==> config.mk <==
export PLATFORM = sky130hd
export DESIGN_NAME = bitslice_alu
export DESIGN_NICKNAME = d
export VERILOG_FILES = /design/src/rtl/alu_pkg.sv /design/src/rtl/alu_op_decode.sv /design/src/rtl/alu_bit_slice.sv /design/src/rtl/bitslice_alu.sv
export SDC_FILE = /design/constraint.sdc
export NUM_CORES = 1
export LEC_CHECK = 0
export ABC_AREA = 1
export BUFFER_PORTS_ARGS = -buffer_cell sky130_fd_sc_hd__buf_2
export CAP_MARGIN = 25
export CORE_UTILIZATION = 48
export DETAILED_ROUTE_END_ITERATION = 7
export PLACE_DENSITY = 0.74
export SYNTH_ARGS = -nofsm -noshare
export SYNTH_HDL_FRONTEND = slang
export SYNTH_SLANG_ARGS = --single-unit
==> constraint.sdc <==
create_clock -name clk -period 25.7 [get_ports clk]
set_input_delay 3.855 -clock clk [delete_from_list [all_inputs] [get_ports clk]]
set_output_delay 3.855 -clock clk [all_outputs]
set_load 0.05 [all_outputs]
==> src/rtl/alu_pkg.sv <==
package alu_pkg;
  localparam logic [2:0] CTL_AND = 3'b000;
  localparam logic [2:0] CTL_OR  = 3'b001;
  localparam logic [2:0] CTL_ADD = 3'b010;
  localparam logic [2:0] CTL_SUB = 3'b110;
  localparam logic [2:0] CTL_SLT = 3'b111;

  typedef enum logic [1:0] {
    PICK_AND  = 2'd0,
    PICK_OR   = 2'd1,
    PICK_SUM  = 2'd2,
    PICK_LESS = 2'd3
  } slice_pick_t;
endpackage

==> src/rtl/alu_op_decode.sv <==
module alu_op_decode
  import alu_pkg::*;
(
  input  logic [2:0]  ctl,
  output logic        invert_b,
  output slice_pick_t pick,
  output logic        is_arith,
  output logic        is_legal
);
  always_comb begin
    invert_b = 1'b0;
    pick     = PICK_AND;
    is_arith = 1'b0;
    is_legal = 1'b1;
    case (ctl)
      CTL_AND: pick = PICK_AND;
      CTL_OR:  pick = PICK_OR;
      CTL_ADD: begin
        pick     = PICK_SUM;
        is_arith = 1'b1;
      end
      CTL_SUB: begin
        pick     = PICK_SUM;
        invert_b = 1'b1;
        is_arith = 1'b1;
      end
      CTL_SLT: begin
        pick     = PICK_LESS;
        invert_b = 1'b1;
      end
      default: is_legal = 1'b0;
    endcase
  end
endmodule

==> src/rtl/alu_bit_slice.sv <==
module alu_bit_slice
  import alu_pkg::*;
(
  input  logic        a,
  input  logic        b,
  input  logic        invert_b,
  input  logic        carry_in,
  input  logic        less,
  input  slice_pick_t pick,
  output logic        result,
  output logic        sum,
  output logic        carry_out
);
  logic b_eff;

  always_comb begin
    b_eff     = b ^ invert_b;
    sum       = a ^ b_eff ^ carry_in;
    carry_out = (a & b_eff) | (carry_in & (a ^ b_eff));
    case (pick)
      PICK_AND: result = a & b_eff;
      PICK_OR:  result = a | b_eff;
      PICK_SUM: result = sum;
      default:  result = less;
    endcase
  end
endmodule

==> src/rtl/bitslice_alu.sv <==
module bitslice_alu #(
  parameter int W = 32
) (
  input  logic         clk,
  input  logic         rst,
  input  logic [W-1:0] op_a,
  input  logic [W-1:0] op_b,
  input  logic [2:0]   ctl,
  output logic [W-1:0] res,
  output logic         zero,
  output logic         cout,
  output logic         ovf
);
  import alu_pkg::*;

  localparam int TOP = W - 1;

  logic        invert_b;
  slice_pick_t pick;
  logic        is_arith;
  logic        is_legal;

  logic [W:0]   carry;
  logic [W-1:0] sum_bits;
  logic [W-1:0] slice_res;
  logic [W-1:0] less_bits;
  logic         ovf_raw;
  logic         less_bit;
  logic [W-1:0] res_next;

  alu_op_decode u_dec (
    .ctl      (ctl),
    .invert_b (invert_b),
    .pick     (pick),
    .is_arith (is_arith),
    .is_legal (is_legal)
  );

  assign carry[0] = invert_b;

  for (genvar i = 0; i < W; i++) begin : g_slice
    if (i == 0) begin : g_lsb
      assign less_bits[i] = less_bit;
    end else begin : g_rest
      assign less_bits[i] = 1'b0;
    end
    alu_bit_slice u_bit (
      .a         (op_a[i]),
      .b         (op_b[i]),
      .invert_b  (invert_b),
      .carry_in  (carry[i]),
      .less      (less_bits[i]),
      .pick      (pick),
      .result    (slice_res[i]),
      .sum       (sum_bits[i]),
      .carry_out (carry[i+1])
    );
  end

  assign ovf_raw  = carry[W] ^ carry[TOP];
  assign less_bit = sum_bits[TOP] ^ ovf_raw;
  assign res_next = is_legal ? slice_res : '0;

  always_ff @(posedge clk) begin
    if (rst) begin
      res  <= '0;
      zero <= 1'b1;
      cout <= 1'b0;
      ovf  <= 1'b0;
    end else begin
      res  <= res_next;
      zero <= (res_next == '0);
      cout <= is_arith & carry[W];
      ovf  <= is_arith & ovf_raw;
    end
  end
endmodule

After elaboration in Yosys (flattened, before gate mapping)
Index checks and enable logic that the tools add are counted.
{"block": "totals", "regBits": 35, "out_inout_bits": 35, "input_bits": 69, "wordCells": 281}
{"block": "classes", "mux": 37, "n_reduce_logical": 6, "n_bitwise": 228, "eq_ne": 6}
{"op": "XOR 1 bit", "n": 98}
{"op": "case mux 1 bit (3 select lines)", "n": 32}
{"op": "bitwise AND 1 bit", "n": 66}
{"op": "OR 1 bit", "n": 64}
{"op": "zero test 32 bit", "n": 1}
{"op": "two-way mux 32 bit", "n": 1}
{"op": "equality test 3 bit (second input constant)", "n": 2}
{"op": "case mux 2 bit (3 select lines)", "n": 1}
{"op": "OR reduction 5 bit", "n": 1}
{"op": "OR reduction 2 bit", "n": 2}
{"op": "equality test 3 x 1 -> 1 bit (second input constant)", "n": 1}
{"op": "equality test 3 x 2 -> 1 bit (second input constant)", "n": 1}
{"op": "zero test 3 bit", "n": 1}
{"op": "two-way mux 1 bit", "n": 3}
{"op": "equality test 2 x 1 -> 1 bit (second input constant)", "n": 1}
{"op": "equality test 2 bit (second input constant)", "n": 1}
{"op": "zero test 2 bit", "n": 1}

Longest topological paths before layout
Gate-level depths: netlist (run 1).
{"block": "depth", "depth_word": 74, "mapped_depth": 48, "mapped_depth_nobuf": 46}

By module
Synthesis (run 1) repeated with hierarchy kept, for this count alone.
{"block": "unflattened", "cells_unflattened": 799, "hier_area_um2": 4953.5}
{"mod": "alu_bit_slice", "n_inst": 32, "cells_each": 20, "seq_area_each_um2": 0.0, "area_each_um2": 116.4}
{"mod": "bitslice_alu", "n_inst": 1, "cells_each": 146, "seq_area_each_um2": 700.7, "area_each_um2": 1177.4}
{"mod": "alu_op_decode", "n_inst": 1, "cells_each": 13, "seq_area_each_um2": 0.0, "area_each_um2": 52.6}

Worst setup path after synthesis (run 1)
OpenSTA, ideal clock, no wires.
{"block": "synth_timing", "path_type": "input to register", "from": "in ctl[1]", "to": "reg zero", "arrival_time_ns": 17.016, "path_slack_ns": 8.626, "n_path_buf": 2, "required_time_ns": 25.642, "setup_time_ns": 0.058, "stages": 48, "cell_sequence": "buf_2 nand2_1 buf_2 xnor2_1 fa_1 fa_1 fa_1 fa_1 fa_1 fa_1 fa_1 fa_1 fa_1 fa_1 fa_1 fa_1 fa_1 fa_1 (+12 left out) fa_1 fa_1 inv_1 fa_1 inv_1 fa_1 fa_1 nand2_1 o21ai_0 inv_1 nand2_1 nand2_1 nand2_1 nor2_1 nand2_1 nor2_1 nand2_1 nand2_1"}
{"block": "synth_between", "elab_chain_len": 74, "elab_cells_between_ends": 274, "classes_between": "6 x eq/ne; 36 x mux; 226 x bitwise; 6 x reduce/logical"}
{"item": "start: declaration", "line": "bitslice_alu.sv:8", "source": "input logic [2:0] ctl,"}
{"item": "equality test 3 bit", "line": "alu_op_decode.sv:15", "source": "case (ctl)"}
{"item": "OR reduction 2 bit (no source line)"}
{"item": "two-way mux 1 bit", "line": "alu_op_decode.sv:15"}
{"item": "XOR 1 bit", "line": "alu_bit_slice.sv:17", "source": "b_eff = b ^ invert_b;"}
{"item": "XOR 1 bit", "line": "alu_bit_slice.sv:18, alu_bit_slice.sv:19"}
{"item": "bitwise AND 1 bit", "line": "alu_bit_slice.sv:19", "source": "carry_out = (a & b_eff) | (carry_in & (a ^ b_eff));"}
{"item": "OR 1 bit", "line": "alu_bit_slice.sv:19"}
{"item": "bitwise AND 1 bit", "line": "alu_bit_slice.sv:19"}
{"item": "(+58 left out)"}
{"item": "OR 1 bit", "line": "alu_bit_slice.sv:19"}
{"item": "bitwise AND 1 bit", "line": "alu_bit_slice.sv:19"}
{"item": "OR 1 bit", "line": "alu_bit_slice.sv:19"}
{"item": "XOR 1 bit", "line": "bitslice_alu.sv:60", "source": "assign ovf_raw = carry[W] ^ carry[TOP];"}
{"item": "XOR 1 bit", "line": "bitslice_alu.sv:61", "source": "assign less_bit = sum_bits[TOP] ^ ovf_raw;"}
{"item": "case mux 1 bit (3 select lines)", "line": "alu_bit_slice.sv:20", "source": "case (pick)"}
{"item": "two-way mux 32 bit *", "line": "bitslice_alu.sv:62", "source": "assign res_next = is_legal ? slice_res : '0;"}
{"item": "zero test 32 bit *", "line": "bitslice_alu.sv:72", "source": "zero <= (res_next == '0);"}
{"item": "end signal: assignment", "line": "bitslice_alu.sv:72"}
{"item": "end: declaration", "line": "bitslice_alu.sv:10", "source": "output logic zero,"}
Mark *: on every way between the ends. The rest lies on a longest branch, timed or not.
A chain may end at the register's enable or synchronous reset.

Final worst setup path (run 1)
Ends and elaborated chain as after synthesis.

==> flow_summary.yaml, run 1 <==
drt:
  wl_um: 8530
  drc: 0
  via_count: 3359
  drt_first_pass_iters: 4
  drt_iter0_drc: 129
  ant_nets: 0
  viasPerCell: 4.58
  wl_per_cell_um: 11.6
worst_setup_path:
  cpMostUsedCell: "fa_1"
  crit_fanout: 35
  critPathLaunchType: "input pin"
  crit_slowest_cell: "buf_4"
  critPathMaxStageDelay_ns: 0.45
  critical_path_class: "in -> reg"
  cp_data_required_time_ns: 25.93
  crit_family: "adder cells"
  worst_ep_arrival_time_ns: 17.85
  cp_num_buf_inv: 5
  crit_path_end_kind: "flip-flop"
cts:
  cts_max_level: 2
  hold_buffers: 0
  cts_resized: 0
  cts-buffers-inserted: 5
  cts.sinks: 35
  cts_setup_buffers: 0
  ctsLongestPathBuffers: 2
  cts_tree: "yes"
  cts.clk_slew.worst_paths_ns: 0.07
  cts_root_buf: "clkbuf_8"
power_and_ir_drop:
  combPwrFrac: 0.484
  power.density_nw_per_um2: 40.1
  switching_power_w: 0.0000770
  sequentialPowerShare: 0.317
  intPower_w: 0.000107
  switching_share: 0.418
  clkPwrFrac: 0.200
  irDropWorstVdd_mv: 0.0168
  p_leak_nw: 2.66
placement:
  io_buffers: 103
  gp_congestion: 0.867
  placed_area_um2: 4510
  post-dp-hpwl_um: 7100
synth:
  ys_types: 26
  syn_area_per_cell_um2: 7.33
  synth_common_cells: "nand2_1, inv_1, ha_1"
  synth_edf_count: 0
  async_flop_share: 0
  ys_warn_count: 0
  ys_ff_latch: 35
  synthFlopType: "dfxtp_1"
  yosysTopAreaCell: "ha_1"
  syn_nets: 702
  synth_seq_area_share: 0.177
  synthCells: 539
  synth_top_area_frac: 0.196
  syn_area_um2: 3950
  yosysMostFrequentCell: "nand2_1"
  synthTopCellsByArea: "ha_1, dfxtp_1, fa_1"
die:
  core-area_um2: 7850
  fp.dieArea_um2: 8600
  die_y_um: 92.7
  rows: 32
  io_pins: 104
  die_w_um: 92.7
  initial_core_util: 0.504
global_routing:
  gr-total-overflow: 0
  antenna_found_initial: 0
  grt_pass1_wl_um: 14500
  grt_max_degree: 36
  grtUsageTotal: 0.213
  grt_pass1_vias: 3244
run_status:
  outcome: "complete, no violations"
timing:
  finalHoldViolations: 0
  setup_viol: 0
  max_slew_margin: 0.333
  clock.fmax_mhz: 56.7
  finalCriticalPeriod_ns: 17.62
  fin_crit_sh: 0.686
  tns_ns: 0
  drv_slew: 0
  rsz0062_at_grt: "no"
  tightest_slew_ns: 0.994
cells_and_area:
  area_growth_pct: 16.4
  seqCellArea_um2: 701
  post-route-cell-area_um2: 4600
  drive_gt1_frac: 0.193
  multiInputGateArea_um2: 2750
  nFillCells: 739
  fin_nets: 794
  diodes: 0
job:
  max-cap-violations: 0
worst_hold_path:
  min_path_type: "in -> reg"
[layout by cell type, fill, tap and decap left out, types with 20 or more instances in the layout]
cell type	count
nand2_1	144
inv_1	106
buf_2	103
ha_1	62
nor2_1	42
dfxtp_1	35
xnor2_1	32
fa_1	32
nand3_1	29
o21ai_0	20
[power groups by stage]
stage | clock (W) | sequential, W | combinational [W]
after floorplan | 0 | 0.0000721 | 0.0000521
after global placement | 0 | 0.0000597 | 0.0000861
after detailed placement | 0 | 0.0000596 | 0.0000896
after CTS | 0.0000378 | 0.0000584 | 0.0000897
after global routing | 0.0000402 | 0.0000587 | 0.000103
final | 0.0000368 | 0.0000584 | 0.0000892
[final cells by class]
class                      instances  area share
sequential                        35       0.152
multi-input combinational        376       0.598
clock inverter                     2     0.00272
tap                              102      0.0278
timing repair buffer             105       0.115
clock buffer                       6      0.0158
inverter                         108      0.0884
[flip-flops by register name (all words and copies together) (netlist names)]
name  flops
cout      1
res      32
zero      1
ovf       1
[stage by stage]
stage	power, W	cells	util	hold WS (ns)	worst slack, ns
after floorplan	0.000124	539	-	4.03	8.63
after global placement	0.000146	726	0.575	4.27	8.06
after detailed placement	0.000149	726	0.575	4.27	7.83
after CTS	0.000186	734	0.586	3.97	8.10
after global routing	0.000202	734	0.586	4.00	7.50
final	0.000184	734	0.586	3.99	8.08
[logic make-up (layout without fill, tap and decap cells)]
| group | after synthesis | after routing | synth area share |
|---|---|---|---|
| DFF | 35 | 35 | 0.177 |
| AOI/OAI and AO/OA | 23 | 23 | 0.0301 |
| buffers and inverters | 128 | 221 | 0.128 |
| and+or+nand+nor | 226 | 226 | 0.233 |
| adders and majority gates | 94 | 94 | 0.358 |
| xor gates and xnor gates | 33 | 33 | 0.0731 |
[per-layer routing]
metal | global-route usage | wire length (µm)
met2 | 0.366 | 4020
met4 | 0.0974 | 249
met3 | 0.0197 | 497
met5 | 0 | 0
met1 | 0.269 | 3770
[final timing paths]
kind,start,end,slack [ns],cells past startpoint
hold / removal,ctl[2],res[0]$_SDFF_PP0_,3.99,3
setup / recovery,ctl[1],zero$_SDFF_PP1_,8.08,48
Note: power is estimated with default switching activity, not from simulation.
==> run 2: changes to the inputs <==
- clock period: 25.7 -> 16.9 ns (I/O delays scaled with it)
==> flow_summary.yaml, run 2 (synthesized netlist as in run 1, its figures left out) <==
die:
  die_w_um: 92.7
  io_pins: 104
  core-area_um2: 7850
  rows: 32
  fp.dieArea_um2: 8600
  initial_core_util: 0.504
  die_y_um: 92.7
cells_and_area:
  finish.utilization: 0.586
  multiInputGateArea_um2: 2750
  layout_commonest_cell: "nand2_1"
  diodes: 0
  regMostFlops: "res"
  area_growth_pct: 16.4
  fin_nets: 794
  mostFrequentLayoutCells: "nand2_1, inv_1, buf_2, ha_1, nor2_1"
  largest_register_ff_count: 32
  nFillCells: 780
  drive_gt1_frac: 0.193
  seqCellArea_um2: 701
worst_hold_path:
  hold_depth: 3
  min_from: "ctl[2]"
  whs_endpoint: "res[0]$_SDFF_PP0_"
  min_path_type: "in -> reg"
drt:
  wl_per_cell_um: 11.5
  via_count: 3337
  viasPerCell: 4.55
  drc: 0
  drt_iter0_drc: 133
  wl_um: 8450
  ant_nets: 0
  drt_first_pass_iters: 4
timing:
  clock.fmax_mhz: 62.2
  drv_slew: 0
  tns_ns: 0
  finalCriticalPeriod_ns: 16.09
  tightest_slew_ns: 0.949
  rsz0062_at_grt: "no"
  fin_crit_sh: 0.952
  finalHoldViolations: 0
  setup_viol: 0
  max_slew_margin: 0.363
power_and_ir_drop:
  p_total_w: 0.000282
  clkPwrFrac: 0.205
  switching_share: 0.410
  combPwrFrac: 0.480
  p_leak_nw: 2.67
  power.density_nw_per_um2: 61.3
  switching_power_w: 0.000116
  sequentialPowerShare: 0.315
  irDropWorstVdd_mv: 0.0351
  intPower_w: 0.000166
cts:
  hold_buffers: 0
  cts_setup_buffers: 0
  cts-buffers-inserted: 5
  ctsLongestPathBuffers: 2
  cts_tree: "yes"
  cts_max_level: 2
  cts_resized: 0
  cts.clk_slew.worst_paths_ns: 0.06
  cts.sinks: 35
  cts_root_buf: "clkbuf_8"
global_routing:
  grt_pass1_wl_um: 14300
  antenna_found_initial: 0
  grtUsageTotal: 0.211
  grt_max_degree: 36
  grt_pass1_vias: 3129
  gr-total-overflow: 0
worst_setup_path:
  crit_path_end_kind: "flip-flop"
  crit_fanout: 13
  cpMostUsedCell: "fa_1"
  critPathLaunchType: "input pin"
  critical_path_class: "in -> reg"
  worst_ep_arrival_time_ns: 16.30
  crit_slowest_cell: "fa_1"
  critPathMaxStageDelay_ns: 0.45
  cp_data_required_time_ns: 17.12
placement:
  io_buffers: 103
  gp_congestion: 0.830
  post-dp-hpwl_um: 7140
job:
  max-cap-violations: 0
run_status:
  outcome: "complete, no violations"
[run 2: changes by cell type in the layout (fill, tap and decap cells not counted), sizes merged]
| cell | previous run | this run |
|---|---|---|
| clkinvlp | 1 | 0 |
[run 2: critical path: cells and delay by family]
kind,cells,cell delay [ns]
buf+inv,4,0.38
xor+xnor,1,0.26
compound gates,1,0.07
simple gates,10,0.85
fa+ha+maj,31,12.15
[run 2: stage by stage]
step | setup slack (ns) | area [µm²] | cells | hold WS, ns
2_1_floorplan | 1.15 | 3950 | 539 | 2.71
3_3_place_gp | 0.806 | 4510 | 726 | 2.94
3_5_place_dp | 0.607 | 4510 | 726 | 2.96
4_1_cts | 0.860 | 4600 | 733 | 2.67
5_1_grt | 0.158 | 4600 | 733 | 2.68
6_report | 0.814 | 4600 | 733 | 2.67
[run 2: layout make-up]
type                    count  share of cell area
inverters                 108              0.0884
repair buffers            105               0.115
multi-input cells         376               0.597
clock inverters             1             0.00109
clock buffers               6              0.0179
flip-flops and latches     35               0.152
well taps                 102              0.0277
[run 2: worst max-delay path by stage]
stage / end / cells after the start / slack (ns) / start
2_1_floorplan: zero$_SDFF_PP1_ / 48 / 1.15 / ctl[1]
3_3_place_gp: zero$_SDFF_PP1_ / 47 / 0.81 / ctl[1]
3_5_place_dp: zero$_SDFF_PP1_ / 47 / 0.61 / ctl[1]
4_1_cts: zero$_SDFF_PP1_ / 47 / 0.86 / ctl[1]
5_1_grt: zero$_SDFF_PP1_ / 47 / 0.16 / ctl[1]
6_report: zero$_SDFF_PP1_ / 47 / 0.81 / ctl[1]
[run 2: power groups by stage]
stage	sequential (W)	clock, W	combinational (W)
floorplan	0.000110	0	0.0000792
global placement	0.0000907	0	0.000131
detailed placement	0.0000907	0	0.000136
CTS	0.0000889	0.0000586	0.000136
global route	0.0000893	0.0000624	0.000155
finish	0.0000888	0.0000578	0.000136
[run 2: layer usage]
layer	routed length, µm	part of all wire	vias to the layer above	global-route usage
met5	0	0	-	0
met4	269	0.032	0	0.0962
met3	478	0.057	18	0.0189
met2	3900	0.46	100	0.338
met1	3800	0.45	1487	0.287
li1	-	-	1732	-
==> run 3: changes to the inputs <==
- CAP_MARGIN: 25 -> default
- CTS_BUF_LIST: default -> sky130_fd_sc_hd__clkbuf_8
- MAX_ROUTING_LAYER: default -> met4
==> flow_summary.yaml, run 3 (synthesized netlist as in run 1, its figures left out) <==
run_status:
  outcome: "complete, no violations"
timing:
  finalCriticalPeriod_ns: 16.08
  clock.fmax_mhz: 62.2
  max_slew_margin: 0.332
  tns_ns: 0
  setup_slack_ns: 0.820
  tightest_slew_ns: 0.996
  finalHoldViolations: 0
  rsz0062_at_grt: "no"
  drv_slew: 0
  fin_crit_sh: 0.951
  setup_viol: 0
drt:
  drt_first_pass_iters: 4
  wl_per_cell_um: 11.6
  drc: 0
  wl_um: 8520
  ant_nets: 0
  via_count: 3334
  viasPerCell: 4.54
  drt_iter0_drc: 131
cells_and_area:
  regMostFlops: "res"
  layout_commonest_cell: "nand2_1"
  drive_gt1_frac: 0.193
  largest_register_ff_count: 32
  mostFrequentLayoutCells: "nand2_1, inv_1, buf_2, ha_1, nor2_1"
  area_growth_pct: 16.4
  diodes: 0
  post-route-cell-area_um2: 4600
  nFillCells: 766
  fin_nets: 794
worst_setup_path:
  crit_slowest_cell: "fa_1"
  crit_fanout: 13
  crit_path_end_kind: "flip-flop"
  critPathMaxStageDelay_ns: 0.50
  critPathLaunchType: "input pin"
  cp_data_required_time_ns: 17.08
  worst_ep_arrival_time_ns: 16.26
  cpMostUsedCell: "fa_1"
  critical_path_class: "in -> reg"
cts:
  cts_resized: 0
  cts_max_level: 2
  cts_tree: "yes"
  ctsLongestPathBuffers: 2
  cts-buffers-inserted: 5
  cts_setup_buffers: 0
  cts_root_buf: "clkbuf_8"
  cts.clk_slew.worst_paths_ns: 0.06
  cts.sinks: 35
  hold_buffers: 0
die:
  rows: 32
  fp.dieArea_um2: 8600
  io_pins: 104
  die_w_um: 92.7
  die_y_um: 92.7
  initial_core_util: 0.504
  core-area_um2: 7850
placement:
  post-dp-hpwl_um: 7110
  dp_slack_ns: 0.538
  placed_area_um2: 4510
  gp_congestion: 0.870
  io_buffers: 103
global_routing:
  grtUsageTotal: 0.218
  grt_max_degree: 36
  grt.busiest_layer: "met2"
  use_met1: 0.283
  grt_pass1_vias: 3144
  use_met2: 0.356
  grt_pass1_wl_um: 14400
  globalRouteMet3Util: 0.0230
  antenna_found_initial: 0
  gr-total-overflow: 0
power_and_ir_drop:
  p_total_w: 0.000281
  irDropWorstVdd_mv: 0.0280
  p_leak_nw: 2.67
  power.density_nw_per_um2: 61.1
worst_hold_path:
  min_path_type: "in -> reg"
  hold_depth: 3
job:
  max-cap-violations: 0
## run 3: cell types whose count changed in the layout (fill, tap and decap cells not counted)
cell,change
clkbuf_8,-1
clkinvlp_4,+1
inv_1,+1
## run 3: per-stage QoR
step           utilization  instances  hold slack, ns
3_5_place_dp         0.575        726            2.95
3_3_place_gp         0.575        726            2.94
5_1_grt              0.586        734            2.68
2_1_floorplan            -        539            2.71
6_report             0.586        734            2.67
4_1_cts              0.586        734            2.65
## run 3: power breakdown
part            total, W  internal (W)  switching (W)
clock          0.0000565     0.0000281      0.0000284
combinational   0.000136     0.0000466      0.0000889
sequential     0.0000888     0.0000877     0.00000108
total           0.000281      0.000162       0.000118
## run 3: worst max-delay path: cells and delay by family
| kind | cells | cell delay (ns) |
|---|---|---|
| adder cells (fa/ha/maj) | 31 | 12.25 |
| AO/OA/AOI/OAI | 1 | 0.08 |
| buffers and inverters | 4 | 0.38 |
| AND/OR/NAND/NOR | 10 | 0.76 |
| XOR/XNOR | 1 | 0.26 |
## run 3: cell type report
cell class / count / area, µm² / area share
multi-input cells: 376 / 2750 / 0.598
flip-flops and latches: 35 / 701 / 0.152
repair buffers: 105 / 531 / 0.115
inverters: 108 / 407 / 0.0884
well taps: 102 / 128 / 0.0278
clock buffers: 5 / 68.8 / 0.0150
clock inverters: 3 / 16.3 / 0.00354
## run 3: final timing paths
path / from / to
max: ctl[1] / zero$_SDFF_PP1_
min: ctl[2] / res[0]$_SDFF_PP0_
## run 3: metal layers
metal / wire, µm / vias up
li1: - / 1731
met1: 3960 / 1487
met2: 3900 / 100
met3: 467 / 16
met4: 193 / 0
met5: 0 / -
